## src/rtl/opspec_pkg.sv

```systemverilog
`timescale 1ns/1ps
package opspec_pkg;

   typedef enum logic [2:0] {
      KIND_MEM = 3'd0,
      KIND_REG = 3'd1,
      KIND_LIT = 3'd2,
      KIND_IMM = 3'd3,
      KIND_STK = 3'd4
   } opnd_kind_e;

   typedef enum logic [1:0] {
      ST_IDLE,
      ST_OFF,
      ST_CALC,
      ST_MEM
   } agen_state_e;

   // Number of offset bytes that follow a mode byte.
   function automatic logic [2:0] offset_len(input logic [7:0] spec);
      logic [2:0] n;
      n = 3'd0;
      case (spec[7:4])
         4'h8:       n = 3'd1;
         4'h9:       n = 3'd2;
         4'hA, 4'hB: n = 3'd4;
         4'hF: begin
            case (spec[3:0])
               4'h0, 4'h4, 4'h8:                      n = 3'd1;
               4'h1, 4'h5, 4'h9:                      n = 3'd2;
               4'h2, 4'h3, 4'h6, 4'h7, 4'hA, 4'hB:    n = 3'd4;
               default:                               n = 3'd0;
            endcase
         end
         default:    n = 3'd0;
      endcase
      return n;
   endfunction

endpackage

```

## src/rtl/opspec_offset_rx.sv

```systemverilog
`timescale 1ns/1ps
module opspec_offset_rx #(
   parameter int LANES = 4
) (
   input  logic                   clk,
   input  logic                   rst_n,
   input  logic                   clear,
   input  logic                   collecting,
   input  logic [$clog2(LANES+1)-1:0] need,
   input  logic                   off_valid,
   input  logic [7:0]             off_data,
   output logic                   off_ready,
   output logic                   last_take,
   output logic [LANES*8-1:0]     word
);
   localparam int CW = $clog2(LANES + 1);

   logic [CW-1:0] cnt_q;
   logic          take;

   assign off_ready = collecting;
   assign take      = collecting & off_valid;
   assign last_take = take && ((cnt_q + 1'b1) == need);

   always_ff @(posedge clk) begin
      if (!rst_n)      cnt_q <= '0;
      else if (clear)  cnt_q <= '0;
      else if (take)   cnt_q <= cnt_q + 1'b1;
   end

   // One byte lane per offset byte, filled in arrival order (LSB first).
   for (genvar g = 0; g < LANES; g++) begin : g_lane
      logic [7:0] lane_q;
      always_ff @(posedge clk) begin
         if (!rst_n)                            lane_q <= '0;
         else if (clear)                        lane_q <= '0;
         else if (take && cnt_q == CW'(g))      lane_q <= off_data;
      end
      assign word[g*8 +: 8] = lane_q;
   end

endmodule

```

## src/rtl/opspec_ea_calc.sv

```systemverilog
`timescale 1ns/1ps
module opspec_ea_calc
   import opspec_pkg::*;
#(
   parameter int AW = 32
) (
   input  logic [7:0]    spec,
   input  logic          is_dest,
   input  logic [3:0]    op_size,
   input  logic [AW-1:0] pc_base,
   input  logic [AW-1:0] sp_base,
   input  logic [AW-1:0] rn,
   input  logic [AW-1:0] rn_next,
   input  logic [AW-1:0] off_word,
   output opnd_kind_e    kind,
   output logic [AW-1:0] value,
   output logic          indirect,
   output logic          wr_en,
   output logic [AW-1:0] wr_data,
   output logic          bad_spec
);
   logic [3:0]    mode, sub;
   logic [AW-1:0] sz, soff, zoff;

   assign mode = spec[7:4];
   assign sub  = spec[3:0];
   assign sz   = AW'(op_size);

   always_comb begin
      case (offset_len(spec))
         3'd1: begin
            soff = {{(AW-8){off_word[7]}}, off_word[7:0]};
            zoff = {{(AW-8){1'b0}}, off_word[7:0]};
         end
         3'd2: begin
            soff = {{(AW-16){off_word[15]}}, off_word[15:0]};
            zoff = {{(AW-16){1'b0}}, off_word[15:0]};
         end
         default: begin
            soff = off_word;
            zoff = off_word;
         end
      endcase
   end

   always_comb begin
      kind     = KIND_MEM;
      value    = '0;
      indirect = 1'b0;
      wr_en    = 1'b0;
      wr_data  = rn;
      bad_spec = 1'b0;
      if (spec[7:6] == 2'b00) begin
         kind     = KIND_LIT;
         value    = {{(AW-6){spec[5]}}, spec[5:0]};
         bad_spec = is_dest;
      end else begin
         case (mode)
            4'h4: value = rn;
            4'h5: begin value = rn; wr_en = 1'b1; wr_data = rn + rn_next; end
            4'h6: begin value = rn; wr_en = 1'b1; wr_data = rn + sz; end
            4'h7: begin value = rn; indirect = 1'b1; wr_en = 1'b1; wr_data = rn + AW'(4); end
            4'h8, 4'h9, 4'hA: value = rn + soff;
            4'hB: begin value = rn + soff; indirect = 1'b1; end
            4'hC: begin kind = KIND_REG; value = AW'(sub); end
            4'hD: begin value = rn - sz; wr_en = 1'b1; wr_data = rn - sz; end
            4'hF: begin
               case (sub)
                  4'h0, 4'h1, 4'h2: value = pc_base + soff;
                  4'h3: begin value = pc_base + soff; indirect = 1'b1; end
                  4'h4, 4'h5, 4'h6: value = sp_base + soff;
                  4'h7: begin value = sp_base + soff; indirect = 1'b1; end
                  4'h8, 4'h9, 4'hA: value = zoff;
                  4'hB: begin value = zoff; indirect = 1'b1; end
                  4'hC: begin kind = KIND_STK; value = sp_base; end
                  4'hD: begin kind = KIND_IMM; bad_spec = is_dest; end
                  default: bad_spec = 1'b1;
               endcase
            end
            default: bad_spec = 1'b1;
         endcase
      end
   end

endmodule

```

## src/rtl/opspec_agen.sv

```systemverilog
`timescale 1ns/1ps
module opspec_agen
   import opspec_pkg::*;
#(
   parameter int ADDR_W     = 32,
   parameter int LIMIT_BITS = 17,
   parameter int REG_IDX_W  = 4
) (
   input  logic                 clk,
   input  logic                 rst_n,
   input  logic                 start,
   input  logic [7:0]           spec_byte,
   input  logic                 is_dest,
   input  logic [3:0]           op_size,
   input  logic [ADDR_W-1:0]    pc_start,
   input  logic [ADDR_W-1:0]    sp_start,
   input  logic                 off_valid,
   input  logic [7:0]           off_data,
   output logic                 off_ready,
   output logic [REG_IDX_W-1:0] rf_rd_idx,
   input  logic [ADDR_W-1:0]    rf_rd_data,
   output logic [REG_IDX_W-1:0] rf_rd2_idx,
   input  logic [ADDR_W-1:0]    rf_rd2_data,
   output logic                 rf_wr_en,
   output logic [REG_IDX_W-1:0] rf_wr_idx,
   output logic [ADDR_W-1:0]    rf_wr_data,
   output logic                 mem_req,
   output logic [ADDR_W-1:0]    mem_addr,
   input  logic                 mem_rvalid,
   input  logic [ADDR_W-1:0]    mem_rdata,
   output logic                 done,
   output logic [2:0]           kind,
   output logic [ADDR_W-1:0]    result,
   output logic                 err_operand,
   output logic                 err_address
);
   localparam int LANES = ADDR_W / 8;
   localparam logic [ADDR_W-1:0] ADDR_MAX = ADDR_W'((64'd1 << LIMIT_BITS) - 64'd1);

   if (ADDR_W != 32) begin : g_bad_width
      $error("opspec_agen: ADDR_W must be 32");
   end
   if (LIMIT_BITS < 1 || LIMIT_BITS >= ADDR_W) begin : g_bad_limit
      $error("opspec_agen: LIMIT_BITS out of range");
   end
   if (REG_IDX_W != 4) begin : g_bad_idx
      $error("opspec_agen: register field is four bits");
   end

   agen_state_e         state_q;
   logic [7:0]          spec_q;
   logic                dest_q;
   logic [3:0]          size_q;
   logic [ADDR_W-1:0]   pc_q, sp_q, mem_addr_q, result_q;
   logic [2:0]          need_q;
   logic                done_q, eop_q, eaddr_q;
   opnd_kind_e          kind_q;

   logic                last_take;
   logic [ADDR_W-1:0]   off_word;
   opnd_kind_e          c_kind;
   logic [ADDR_W-1:0]   c_value, c_wr_data;
   logic                c_ind, c_wr_en, c_bad;

   opspec_offset_rx #(.LANES(LANES)) rx_i (
      .clk        (clk),
      .rst_n      (rst_n),
      .clear      (state_q == ST_IDLE && start),
      .collecting (state_q == ST_OFF),
      .need       (need_q),
      .off_valid  (off_valid),
      .off_data   (off_data),
      .off_ready  (off_ready),
      .last_take  (last_take),
      .word       (off_word)
   );

   opspec_ea_calc #(.AW(ADDR_W)) calc_i (
      .spec     (spec_q),
      .is_dest  (dest_q),
      .op_size  (size_q),
      .pc_base  (pc_q),
      .sp_base  (sp_q),
      .rn       (rf_rd_data),
      .rn_next  (rf_rd2_data),
      .off_word (off_word),
      .kind     (c_kind),
      .value    (c_value),
      .indirect (c_ind),
      .wr_en    (c_wr_en),
      .wr_data  (c_wr_data),
      .bad_spec (c_bad)
   );

   assign rf_rd_idx   = spec_q[3:0];
   assign rf_rd2_idx  = spec_q[3:0] + 1'b1;
   assign rf_wr_en    = (state_q == ST_CALC) && c_wr_en;
   assign rf_wr_idx   = spec_q[3:0];
   assign rf_wr_data  = c_wr_data;
   assign mem_req     = (state_q == ST_MEM);
   assign mem_addr    = mem_addr_q;
   assign done        = done_q;
   assign kind        = kind_q;
   assign result      = result_q;
   assign err_operand = eop_q;
   assign err_address = eaddr_q;

   always_ff @(posedge clk) begin
      if (!rst_n) begin
         state_q    <= ST_IDLE;
         spec_q     <= '0;
         dest_q     <= 1'b0;
         size_q     <= '0;
         pc_q       <= '0;
         sp_q       <= '0;
         need_q     <= '0;
         mem_addr_q <= '0;
         done_q     <= 1'b0;
         kind_q     <= KIND_MEM;
         result_q   <= '0;
         eop_q      <= 1'b0;
         eaddr_q    <= 1'b0;
      end else begin
         done_q <= 1'b0;
         case (state_q)
            ST_IDLE: if (start) begin
               spec_q  <= spec_byte;
               dest_q  <= is_dest;
               size_q  <= op_size;
               pc_q    <= pc_start;
               sp_q    <= sp_start;
               need_q  <= offset_len(spec_byte);
               state_q <= (offset_len(spec_byte) != 3'd0) ? ST_OFF : ST_CALC;
            end
            ST_OFF: if (last_take) state_q <= ST_CALC;
            ST_CALC: begin
               if (c_bad) begin
                  done_q <= 1'b1; kind_q <= c_kind; result_q <= '0;
                  eop_q  <= 1'b1; eaddr_q <= 1'b0; state_q <= ST_IDLE;
               end else if (c_ind && c_value > ADDR_MAX) begin
                  done_q <= 1'b1; kind_q <= KIND_MEM; result_q <= c_value;
                  eop_q  <= 1'b0; eaddr_q <= 1'b1; state_q <= ST_IDLE;
               end else if (c_ind) begin
                  mem_addr_q <= c_value;
                  state_q    <= ST_MEM;
               end else begin
                  done_q <= 1'b1; kind_q <= c_kind; result_q <= c_value;
                  eop_q  <= 1'b0;
                  eaddr_q <= (c_kind == KIND_MEM) && (c_value > ADDR_MAX);
                  state_q <= ST_IDLE;
               end
            end
            ST_MEM: if (mem_rvalid) begin
               done_q <= 1'b1; kind_q <= KIND_MEM; result_q <= mem_rdata;
               eop_q  <= 1'b0; eaddr_q <= (mem_rdata > ADDR_MAX);
               state_q <= ST_IDLE;
            end
            default: state_q <= ST_IDLE;
         endcase
      end
   end

endmodule

```

## config.mk

```make
export PLATFORM = sky130hd
export DESIGN_NAME = opspec_agen
export DESIGN_NICKNAME = d
export VERILOG_FILES = /design/src/rtl/opspec_pkg.sv /design/src/rtl/opspec_offset_rx.sv /design/src/rtl/opspec_ea_calc.sv /design/src/rtl/opspec_agen.sv
export SDC_FILE = /design/constraint.sdc
export NUM_CORES = 1
export LEC_CHECK = 0
export BUFFER_PORTS_ARGS = -buffer_cell sky130_fd_sc_hd__clkbuf_2
export CAP_MARGIN = 20
export CORE_ASPECT_RATIO = 1.2
export CORE_MARGIN = 4
export CORE_UTILIZATION = 42
export DETAILED_ROUTE_END_ITERATION = 16
export SYNTH_ARGS = -nofsm -noshare
export SYNTH_HDL_FRONTEND = slang
export SYNTH_HIERARCHICAL = 1
export SYNTH_SLANG_ARGS = --single-unit
```

## constraint.sdc

```tcl
create_clock -name clk -period 7.71 [get_ports clk]
set_input_delay 2.313 -clock clk [delete_from_list [all_inputs] [get_ports clk]]
set_output_delay 2.313 -clock clk [all_outputs]
set_load 0.03 [all_outputs]
```

== Yosys cells after proc, flatten, opt, wreduce, memory -nomap -nowiden ==
Memories as Yosys holds them, arrays and structs flattened. A register that Yosys moved wholly into a read port is not among the register bits.
Cells that the tools add are included.

* $add $sub $neg: 9
* Reductions and logical operators: 33
* Magnitude comparators: 2
* Muxes and demuxes: 59
* Equal/unequal tests: 42
* Bitwise operators: 4

{| class="wikitable"
|+ Operators by type and width
! cell !! number
|-
| case mux 32 bit (4 select lines) || 2
|-
| two-way mux 32 bit || 6
|-
| case mux 32 bit (2 select lines) || 3
|-
| case mux 32 bit (5 select lines) || 1
|-
| adder 32 bit || 4
|-
| equality test 4 bit (second input constant) || 18
|-
| > comparator 32 x 17 -> 1 bit (second input constant) || 2
|-
| case mux 3 bit (4 select lines) || 3
|-
| adder 32 x 3 -> 32 bit (second input constant) || 1
|-
| adder 32 x 4 -> 32 bit || 1
|-
| equality test 4 x 3 -> 1 bit (second input constant) || 8
|-
| subtractor 32 x 4 -> 32 bit || 1
|-
| two-way mux 3 bit || 8
|-
| OR reduction 4 bit || 6
|-
| case mux 3 bit (2 select lines) || 3
|-
| two-way mux 1 bit || 17
|-
| two-way mux 2 bit || 7
|-
| OR reduction 13 bit || 1
|-
| case mux 1 bit (2 select lines) || 6
|-
| OR reduction 10 bit || 1
|-
| equality test 3 x 2 -> 1 bit (second input constant) || 3
|-
| logical AND 1 bit || 9
|-
| equality test 4 x 2 -> 1 bit (second input constant) || 2
|-
| two-way mux 4 bit || 2
|-
| other kinds (23) || 34
|}

* Register bits after elaboration: 187
* Logic and storage cells: 170
* ROM bits: 144
* Memories: 3
* Output and inout bits: 117
* Input bits: 186

{| class="wikitable"
|+ Memories
! memory !! words !! width !! read ports !! clocked after Yosys merged registers in !! write ports !! line !! RTL
|-
| (no name shown) || 16 || 3 || 1 || 0 || 0 || opspec_pkg.sv:28 || <nowiki>case (spec[3:0])</nowiki>
|-
| (no name shown) || 16 || 3 || 1 || 0 || 0 || opspec_pkg.sv:28 ||
|-
| (no name shown) || 16 || 3 || 1 || 1 || 0 || opspec_pkg.sv:28 ||
|}

== Logic depth before layout (Yosys ltp) ==
* Depth after elaboration: 15
* Mapped depth: 26
* Gate-level depth less buffers: 20

== Cells and area by module ==
The synthesis kept the hierarchy.

{| class="wikitable"
|+ By module, submodules not included
! module !! sequential area each (um2) !! area an instance (um2) !! instances !! cells an instance
|-
| opspec_ea_calc || 0.0 || 9,248.9 || 1 || 1,399
|-
| opspec_agen || 3,042.9 || 6,134.6 || 1 || 773
|-
| opspec_offset_rx || 700.7 || 1,662.8 || 1 || 150
|}

== Worst setup path after synthesis ==
No wires, ideal clock.

* Path kind: input to output
* Start point: in rf_rd2_data[1]
* End point: out rf_wr_data[31]
* Setup slack: 0.368 ns
* Path buffers: 0
* Cell stages on the path: 11
* Data required time: 5.397 ns
* Arrival time: 5.029 ns
* Cell sequence: mux2_2 ha_1 a21o_1 a21oi_1 nor2b_1 a21oi_1 a41oi_1 a21oi_1 o31ai_1 mux2_2 o21ai_0

* Word-level cells in the longest chain between the ends: 3

{| class="wikitable"
|+ RTL lines
! element !! line !! RTL
|-
| from (decl) || opspec_agen.sv:23 || <nowiki>input logic [ADDR_W-1:0] rf_rd2_data,</nowiki>
|-
| adder 32 bit || opspec_ea_calc.sv:60 || <nowiki>4'h5: begin value = rn; wr_en = 1'b1; wr_data = rn + rn_next; end</nowiki>
|-
| case mux 32 bit (4 select lines) || opspec_ea_calc.sv:58 || <nowiki>case (mode)</nowiki>
|-
| two-way mux 32 bit || opspec_ea_calc.sv:53 || <nowiki>if (spec[7:6] == 2'b00) begin</nowiki>
|-
| to (decl) || opspec_agen.sv:26 || <nowiki>output logic [ADDR_W-1:0] rf_wr_data,</nowiki>
|}

Every way passes these cells.

== Final worst setup path ==
* Start point: in rf_rd2_data[0]
* End point: out rf_wr_data[24]

The elaborated chain is that of the path after synthesis.

==> results.md <==
* Yosys warning count at 6
* Final WL at around 66000 microns
* Worst Setup SP: rf_rd2_data[0]
* Final period util at 98.10%
* P&R area growth vs syn at 14.53%
* Fillcell total at 3994
* Drt first pass iters at 6
* Worst-Skew Late Latency at 0.46 ns
* Placed cell area at 0.01887 sq mm
* TritonCTS sink count at 187
* RSZ-0062 raised after global routing: true
* CTS H-tree depth at 4
* Post-CTS Setup Inserts at 0
* Leak at 8.605 nW
* Root Driver: clkbuf_16
* Cell Rows at 80
* Status: finished, final reports clean
* Die area at 0.04389 sq mm
* CP max-delay cell: or4b_2
* Peak supply drop at around 0.13 mV
* Syn_nets at roughly 2.6k
* R2R Setup Slk at 1.00 ns
* PortBufs at around 300
* Num ports at between 300 and 400
* Number of synthesized register bits at roughly 190
* Worst Path Arrival at 5.25 ns
* Mapped Cells at 2322
* Netlist cell types at 100
* Asr flop ratio synth at 0%
* CTS Buf Count at 17
* Count of final hold-check violations at 0
* Minimum clock period at between 7 and 8 ns
* Total gr overflow at 0
* DRC at 0
* Hold Path Depth at 2
* CTS tree: built
* Placed Cells at 3037
* Die Wd at 191.9 microns
* Worst hold path type: reg2reg
* Max Cap Viol at 0
* GR Util All Layers at 28.85%
* Pwr/cell area at 154.3 mW/mm^2
* Adder-Cell Fraction of Synth Area at 8.103%
* Final ANT Viol Nets at 0
* Sequential share of the synthesized area at between 20 and 25%
* Cell area after synthesis at 0.01705 sq mm
* Top post-synthesis cells by area: dfxtp_1, a21oi_1, ha_1
* Main combinational cell family by area after synthesis: compound AO/OA/AOI/OAI gates
* CP endpoint: rf_wr_data[24]
* Pins over their slew limit at 0
* Fin cells at ~3.1k
* XOR/XNOR Fraction of Synth Area at ~4.3%
* CTS max path bufs at 2
* Critical R2R Capture: result[4]
* Synth area leader: dfxtp_1
* Worst-Margin Slew at ~1.1 ns
* Cell depth of the worst flop-to-flop path at 20
* Gates resized, CTS repair at 0
* Initial core utilization at 42.68%
* Layout cell share with drive strength beyond 1 at 19.12%
* CP max stage delay at 0.61 ns
* CP Cell Sequence: clkbuf_2 > mux2_2 > ha_1 > inv_1 > fa_1 > nor2b_2 > o31a_1 > o31a_1 > o21bai_1 > buf_4 > o21ai_2 > a21o_1 > a21oi_1 > or4b_2 > nand3_1 > clkbuf_4
* Synth Area in Simple Gates at 25.56%
* Compound-Gate Fraction of Synth Area at 27.45%
* Final GP Congestion at 0.9625
* Critical path capture point type: primary output
* Vias in the first global route at 17.18k
* Largest net degree at the start of global routing at 83
* Core Box Area at roughly 0.04 sq mm
* Fin Hold WS at 0.4515 ns
* Nets at 2817
* Slew HR at 25.02%
* Max Clk Rate at 132.2 MHz
* Crit-path max FO at 3
* Initial drt markers at 1738
* Stages on worst setup path at 16
* Critical path class: in2out
* CTS Hold Buffers Added at 0
* Number of flops mapped to enable cells by yosys at 0
* Setup TNS at 0 ns
* # setup viols final at 0
* Mean Syn Cell Area at between 7 and 8 sq um
* Reg clk slew, reported paths at 0.09 ns
* Post-layout util at 48.88%
* Post-synthesis mux area share at roughly 6.6%
* Initial antenna violation count at 1
* Detailed Place HPWL at 51920 microns
* Most used cell, CP: o31a_1
* First-pass GRT wire length at 100300 microns
* Chip height at 228.7 microns
* Fin area at 0.01952 sq mm
* Yosys top cell area share at between 20 and 25%
* Crit path max-delay family: compound AO/OA/AOI/OAI gates
* Worst EP required at 5.40 ns
* Vias/cell at 5.958
* Vias post-DR at 18.29k
* FF-to-FF Start: spec_q[6]
* Buffers & Inverters on Critical Path at 4
* Ys flop type: dfxtp_1
* Mean routed wirelength per cell at 21.36 microns
* Crit path launch type: primary input
* Clock skew at 0.02053 ns
## power by group
part / total [W] / internal (W) / leakage (nW) / switching (W)
registers: 0.00105 / 0.00101 / 1.52 / 0.0000390
logic: 0.00103 / 0.000366 / 6.78 / 0.000664
clock network: 0.000933 / 0.000452 / 0.304 / 0.000480
## worst register-to-register path: stages (launching register included)
cell and delay (ns):
dfxtp_1 0.33, buf_4 0.33, nand4_1 0.35, o32a_1 0.56, nor2_1 0.51, a21o_1 0.24, ha_1 0.32, a211oi_1 0.33
o21ai_0 0.19, o211a_1 0.18, nor4b_1 0.70, or2_2 0.27, o211ai_1 0.13, o211ai_1 0.17, xnor2_1 0.16, o221ai_1 0.19
nor4_1 0.38, nand4_1 0.23, or2_1 0.49, o21ai_0 0.43, a21oi_1 0.11
## worst min-delay path by stage
| stage | startpoint | slack [ns] | endpoint |
|---|---|---|---|
| floorplan | pc_q[0] | 0.43 | pc_q[0] |
| global placement | pc_q[30] | 0.44 | pc_q[30] |
| detailed placement | result[9] | 0.44 | result[9] |
| CTS | pc_q[18] | 0.46 | pc_q[18] |
| global route | result[9] | 0.47 | result[9] |
| finish | result[9] | 0.45 | result[9] |
## cell usage in the layout (no fill, tap or decap), types with 45 or more instances in the layout
cell	n
and3_1	47
a21oi_1	281
dfxtp_1	187
inv_1	55
clkbuf_2	301
nor2_1	151
nand3b_1	79
a21o_1	55
nand3_1	45
mux2i_1	69
nand2_1	323
ha_1	104
xnor2_1	53
o21ai_0	133
buf_4	58
## cell type report
| cell class | count | area [sq um] | share of cell area [%] |
|---|---|---|---|
| Tap cell | 533 | 666.9 | 3.416 |
| Multi-Input combinational cell | 1899 | 12310 | 63.07 |
| Clock inverter | 15 | 201.4 | 1.032 |
| Clock buffer | 17 | 425.4 | 2.179 |
| Sequential cell | 187 | 3744 | 19.18 |
| Timing Repair Buffer | 360 | 1949 | 9.985 |
| Antenna cell | 1 | 2.502 | 0.01282 |
| Inverter | 58 | 220.2 | 1.128 |
## metal layers
| metal | global-route usage (%) | share of wire, % | routed length, microns | up-vias |
|---|---|---|---|---|
| li1 | - | - | - | 8871 |
| met1 | 40.90 | 45 | 29680 | 8604 |
| met2 | 46.00 | 45 | 29560 | 733 |
| met3 | 2.673 | 6.5 | 4232 | 84 |
| met4 | 9.497 | 3.2 | 2097 | 0 |
| met5 | 0 | 0 | 0 | - |
## sequential cells by signal, summed over array words and instances, names as in the netlist, 4 cells and up
signal,count
mem_addr,32
pc_q,32
result,32
rx_i/g_lane.lane_q,32
sp_q,32
spec_q,8
size_q,4
## per-stage QoR
| stage | total power, W | worst slack, ns |
|---|---|---|
| 3_5_place_dp | 0.002083 | 0.03765 |
| 6_report | 0.003013 | 0.1465 |
| 5_1_grt | 0.003159 | -0.03235 |
| 3_3_place_gp | 0.002079 | 0.1158 |
| 4_1_cts | 0.003023 | 0.02826 |
| 2_1_floorplan | 0.001755 | 0.3681 |
## synthesized netlist by cell type, types with 37 or more instances
cell      count
a21o_1       55
dfxtp_1     187
clkbuf_1    122
nand2_1     324
nand3_1      45
inv_1        56
o21ai_0     133
nor2_1      154
nand3b_1     79
mux2_2       37
ha_1        104
xnor2_1      53
and3_1       47
mux2i_1      69
a21oi_1     282
nor2b_1      43
## logic make-up (layout without fill, tap and decap cells)
family | Yosys count | after routing
simple gates | 854 | 854
compound gates | 746 | 746
buf+inv | 236 | 450
flops | 187 | 187
fa+ha+maj | 108 | 108
mux | 107 | 107
xor+xnor | 84 | 84
other cells | 0 | 1
Note: power is estimated with default switching activity, not from simulation.
